`src/rtl/apb_regread_sub.sv`:
```
module apb_regread_sub #(
  parameter int AW = 8,
  parameter int DW = 32,
  parameter int CNT_W = 16,
  parameter int DEPTH = 4,
  parameter logic [DW-1:0] ID_VALUE = 32'hA5B0_0C17,
  parameter logic [AW-1:0] ADDR_STAT = 8'h00,
  parameter logic [AW-1:0] ADDR_CNT = 8'h04,
  parameter logic [AW-1:0] ADDR_ID = 8'h08,
  parameter logic [AW-1:0] ADDR_FIFO = 8'h0C
) (
  input  logic          clk,
  input  logic          rst_n,
  input  logic          psel,
  input  logic          penable,
  input  logic          pwrite,
  input  logic [AW-1:0] paddr,
  output logic [DW-1:0] prdata,
  output logic          pready,
  input  logic          event_in,
  input  logic          push_valid,
  input  logic [DW-1:0] push_data
);
  localparam int PW = (DEPTH > 1) ? $clog2(DEPTH) : 1;
  localparam logic [PW:0] FULL_N = (PW+1)'(DEPTH);

  logic [DW-1:0]    mem [DEPTH];
  logic [PW-1:0]    wr_ptr, rd_ptr;
  logic [PW:0]      fcnt_q;
  logic [CNT_W-1:0] cnt_q;
  logic             held_q;

  wire empty = (fcnt_q == '0);
  wire full = (fcnt_q == FULL_N);
  wire push_ok = push_valid & ~full;
  wire q_access = psel & penable & ~pwrite & (paddr == ADDR_FIFO);
  wire pop = q_access & held_q & ~empty;

  assign pready = ~q_access | held_q;

  always_ff @(posedge clk) begin
    if (!rst_n) held_q <= 1'b0;
    else held_q <= q_access & ~held_q;
  end

  always_ff @(posedge clk) begin
    if (!rst_n) cnt_q <= '0;
    else if (event_in && cnt_q != '1) cnt_q <= cnt_q + 1'b1;
  end

  always_ff @(posedge clk) begin
    if (push_ok) mem[wr_ptr] <= push_data;
  end

  always_ff @(posedge clk) begin
    if (!rst_n) begin
      wr_ptr <= '0;
      rd_ptr <= '0;
      fcnt_q <= '0;
    end else begin
      if (push_ok) wr_ptr <= (wr_ptr == PW'(DEPTH-1)) ? '0 : wr_ptr + 1'b1;
      if (pop) rd_ptr <= (rd_ptr == PW'(DEPTH-1)) ? '0 : rd_ptr + 1'b1;
      case ({push_ok, pop})
        2'b10: fcnt_q <= fcnt_q + 1'b1;
        2'b01: fcnt_q <= fcnt_q - 1'b1;
        default: ;
      endcase
    end
  end

  always_comb begin
    prdata = '0;
    if (psel && !pwrite) begin
      case (paddr)
        ADDR_STAT: prdata = {{(DW-2){1'b0}}, full, empty};
        ADDR_CNT:  prdata = {{(DW-CNT_W){1'b0}}, cnt_q};
        ADDR_ID:   prdata = ID_VALUE;
        ADDR_FIFO: prdata = empty ? '0 : mem[rd_ptr];
        default:   prdata = '0;
      endcase
    end
  end
endmodule

```
`config.mk`:
```
export PLATFORM = sky130hd
export DESIGN_NAME = apb_regread_sub
export DESIGN_NICKNAME = d
export VERILOG_FILES = /design/src/rtl/apb_regread_sub.sv
export SDC_FILE = /design/constraint.sdc
export NUM_CORES = 1
export LEC_CHECK = 0
export BUFFER_PORTS_ARGS = -buffer_cell sky130_fd_sc_hd__buf_2
export CAP_MARGIN = 10
export CORE_MARGIN = 8
export CORE_UTILIZATION = 60
export CTS_BUF_LIST = sky130_fd_sc_hd__clkbuf_8
export DETAILED_ROUTE_END_ITERATION = 10
export PLACE_DENSITY_LB_ADDON = 0.12
export REMOVE_ABC_BUFFERS = 1
export SLEW_MARGIN = 5
export SYNTH_ARGS = -nofsm -noshare
export SYNTH_HDL_FRONTEND = slang
export SYNTH_SLANG_ARGS = --single-unit
```
`constraint.sdc`:
```
create_clock -name clk -period 5.68 [get_ports clk]
set_clock_uncertainty 0.05 [all_clocks]
set_input_delay 1.136 -clock clk [delete_from_list [all_inputs] [get_ports clk]]
set_output_delay 1.136 -clock clk [all_outputs]
set_load 0.05 [all_outputs]
```
# Word-level counts from Yosys, hierarchy flattened
# Memories as Yosys holds them, arrays and structs flattened. A register that Yosys moved wholly into a read port is not among the register bits.
# Cells that the tools add are included.
# Widths: inputs -> output; s select.
# totals
wordCells,49
out_inout_bits,33
reg_bits,24
ram_bits,128
mem_count,1
inputBits,47
# op_classes
n_mux,10
n_addsub,5
reduce_logical,6
n_eq_ne,9
n_bitwise,13
# memory_table
name,depth,word_bits,read_ports,rd_ports_with_merged_regs,wr,line,source
mem,4,32,1,1,1,27,logic [DW-1:0] mem [DEPTH];
# ops
op,count
$pmux 32 s4,1
$mux 32,2
$add 16x1->16 const B,1
$eq 8x4->1 const B,2
$ne 16x16->1 const B,1
$eq 8x3->1 const B,1
$logic_not 8->1,1
$mux 2,4
$and 1x1->1,7
$eq 2x2->1 const B,3
$pmux 3 s2,1
$not 1->1,5
$add 2x1->2 const B,2
$add 3x1->3 const B,1
$eq 3x3->1 const B,1
$logic_not 3->1,1
$sub 3x1->3 const B,1
$eq 2x1->1 const B,1
$logic_and 1x1->1,2
$mux 1,2
$reduce_bool 2->1,1
$logic_not 1->1,1
$or 1x1->1,1

# Logic depth before layout (Yosys ltp)
# depth
depth_word,7
ltp_mapped,10

# Worst setup path after synthesis
# Ideal clock, no wire load.
# synth_path
path_kind,in2out
startpoint,input port paddr[5]
endpoint,output port prdata[31]
arrival_ns,3.350
path_slack_ns,1.144
required_time_ns,4.494
stages,6
path_cell_list,or4_4 > or4_1 > buf_2 > or2_0 > clkbuf_1 > a21oi_1
# synth_via
elab_chain_cells,3
word_cells_on_any_way,6
# synth_lines
element,line,source
from (decl),17,"input logic [AW-1:0] paddr,"
$eq 8x4->1 (tied with other cells),74,case (paddr)
$pmux 32 s4 (*),74,
$mux 32 (*),73,if (psel && !pwrite) begin
to (decl),18,"output logic [DW-1:0] prdata,"
# Mark *: on every way between the ends. The rest lies on a longest branch, timed or not.

# Worst setup path after layout
# Ends and elaborated chain as after synthesis.

==> metrics.md <==
| Metric | Value |
|---|---|
| Status | `finished clean` |
| Routed Antenna Nets | `0` |
| Synth top cells by count | `edfxtp_1, mux4_2, nor2_1` |
| Placement Rows | `37` |
| Worst slew pin tran | `1.05 ns` |
| Crit-path cells | `buf_2 -> or4_4 -> or4_1 -> or2_0 -> a21oi_1 -> buf_2` |
| Top-count cell post-synth | `edfxtp_1` |
| Clock root buffer | `clkbuf_8` |
| Pins Over Slew Limit | `0` |
| CP dominant cell by count | `buf_2` |
| Chip width | `119 um` |
| Delay-heaviest family, CP | `simple AND/OR/NAND/NOR gates` |
| First-pass GRT wire length | `20000 um` |
| I/O pin count | `80` |
| Reg clk slew, reported paths | `0.08 ns` |
| Gr ovfl total | `0` |
| Synth Area in Simple Gates | `0.0936` |
| Fmax | `0.216 GHz` |
| Initial antenna violation count | `1` |
| Setup bufs post-CTS | `0` |
| Post-Synth Adder-Cell Area | `0.0170` |
| P_leak | `2.48 nW` |
| Core area | `0.0103 mm^2` |
| IO buf count | `79` |
| CP bufs+invs | `2` |
| Post-synthesis sequential area ratio | `0.689` |
| Vias per inst | `5.98` |
| Crit path DAT | `3.45 ns` |
| Initial DRC Count | `372` |
| Top post-synthesis cells by area | `edfxtp_1, mux4_2, dfxtp_1, a21oi_1, a22oi_1` |
| Die H | `119 um` |
| Tmin final | `4.63 ns` |
| Final #Nets | `540` |
| Post-synth ARST share | `0` |
| Pwr Density | `302 mW/mm^2` |
| HP Class | `reg -> reg` |
| Num CTS Buffers | `17` |
| Stages on worst setup path | `6` |
| Drc violations | `0` |
| Antenna cell count | `0` |
| Number of global-route vias before repair | `3936` |
| Post-synth EDFFs | `128` |
| Gpl congestion | `0.855` |
| Post-DP HPWL | `8350 um` |
| GR Util All Layers | `0.184` |
| Seq cells post-synth | `154` |
| Cell area after synthesis | `0.00633 mm^2` |
| Synth Area in Compound Gates | `0.0587` |
| Setup CP Type | `in -> out` |
| Final hold violation count | `0` |
| YS warnings | `0` |
| R2R cell count | `9` |
| Peak supply drop | `0.231 mV` |
| Initial Utilization | `0.616` |
| Hold depth | `2` |
| Area Growth Syn to Fin | `15.2%` |
| Final setup viols | `0` |
| Post-Synth XOR/XNOR Area | `0.00415` |
| Largest stage delay, worst path | `0.76 ns` |
| Main synth FF type | `edfxtp_1` |
| Total negative slack | `0 ns` |
| Cell taking the most area after synthesis | `edfxtp_1` |
| Die area | `0.0141 mm^2` |
| Largest net degree at the start of global routing | `33` |
| Routed WL | `12700 um` |
| DR vias | `3786` |
| Multiplexer share of the synthesized area | `0.120` |
| Startpoint types | `input pin` |
| Mapped Cells | `396` |
| Hold Buf Count CTS | `0` |
| Mean post-synth cell area | `16.0 um^2` |
| Max-Cap Viols | `0` |
| Unrepaired setup endpoints after global routing | `false` |
| Post-synth cell types | `46` |
| Slew headroom | `0.292` |
| CP required | `4.49 ns` |
| CP Capture Type | `primary output` |
| Worst skew pair latency | `0.44 ns` |
| Layout cells sized above 1 | `0.312` |
| Yosys top cell area share | `0.607` |
| Clk sinks | `154` |
| CP max FO | `18` |
| Drt pass-1 iters | `5` |
| Longest Clk Path Bufs | `2` |
| CTS tree | `yes` |
| Final period util | `0.816` |
| Overall Power | `2.20 mW` |
| Drt wl/cell | `20.0 um` |
| CTS HTree Levels | `4` |
| Largest family of logic cells by synthesized area | `multiplexers` |
| Post_cts resized | `0` |
| Crit-path slowest cell | `or4_1` |
power breakdown:
group / switching [mW] / internal [mW]
combinational: 0.0661 / 0.0432
sequential: 0.0132 / 1.26
clock: 0.386 / 0.426
total: 0.466 / 1.73
path summary, 6_finish.rpt:
path                                 from          to  slack [ns]
worst min register to register  cnt_q[14]   cnt_q[14]        0.46
worst min-delay path            cnt_q[14]   cnt_q[14]        0.46
worst max-delay path             paddr[5]  prdata[31]        1.05
worst max register to register  fcnt_q[0]   fcnt_q[2]        2.91
sequential cells by signal (all words and copies together), names as in the netlist, named ones only:
| name | count |
|---|---|
| mem | 128 |
| fcnt_q | 3 |
| wr_ptr | 2 |
| rd_ptr | 2 |
| cnt_q | 16 |
| held_q | 1 |
worst reg2reg max path, cell delays in order, from the launching register on:
cell and delay, ns:
dfxtp_1 0.41, nor3_1 0.12, or4_4 0.61, nor2_1 0.23, ha_1 0.22, inv_1 0.06
fa_1 0.37, xor2_1 0.18, or3_1 0.31, a21oi_1 0.14
cells by family (layout without fill, tap and decap cells):
kind of cell,after synthesis,count (layout)
flops,154,154
buf+inv,28,129
compound gates,59,59
simple gates,108,108
xor+xnor,3,3
mux,36,36
fa+ha+maj,8,8
per-stage QoR:
| step | setup WS (ns) | util | cell area [um^2] | hold slack, ns | std cells |
|---|---|---|---|---|---|
| after floorplan | 0.675 | - | 6260 | 0.406 | 379 |
| after global placement | 1.11 | 0.672 | 6900 | 0.427 | 602 |
| after detailed placement | 1.04 | 0.672 | 6900 | 0.451 | 602 |
| after CTS | 1.04 | 0.710 | 7290 | 0.462 | 633 |
| after global routing | 0.880 | 0.710 | 7290 | 0.490 | 633 |
| final | 1.05 | 0.710 | 7290 | 0.460 | 633 |
placed cells by master, fill, tap and decap left out, drive strengths merged, types with 4 or more instances in the layout:
master  count
edfxtp    128
buf        87
mux4       32
nor2       28
a21oi      26
dfxtp      26
clkbuf     17
nand2      16
a22oi      14
inv        12
nor2b      10
clkinv      8
or4         8
nor3        7
ha          7
nand3       5
and2        5
o21ai       5
nor4        5
or3         4
o31ai       4
nand4       4
and3        4
mux2i       4
layer usage:
layer	vias up	routed length (um)	GRT usage	part of all wire
li1	1752	-	-	-
met2	149	6280	0.298	0.50
met1	1865	5280	0.218	0.42
met4	2	165	0.0704	0.013
met3	18	923	0.0695	0.073
met5	-	13	0	0.0010
cell type report:
type	count	area, um^2
Fill cell	717	2980
Clock buffer	17	234
Multi-Input combinational cell	214	1870
Sequential cell	154	4370
Tap cell	136	170
Clock inverter	14	155
Inverter	11	41.3
Timing Repair Buffer	87	455
No activity file was read; power rests on OpenSTA's default activity.
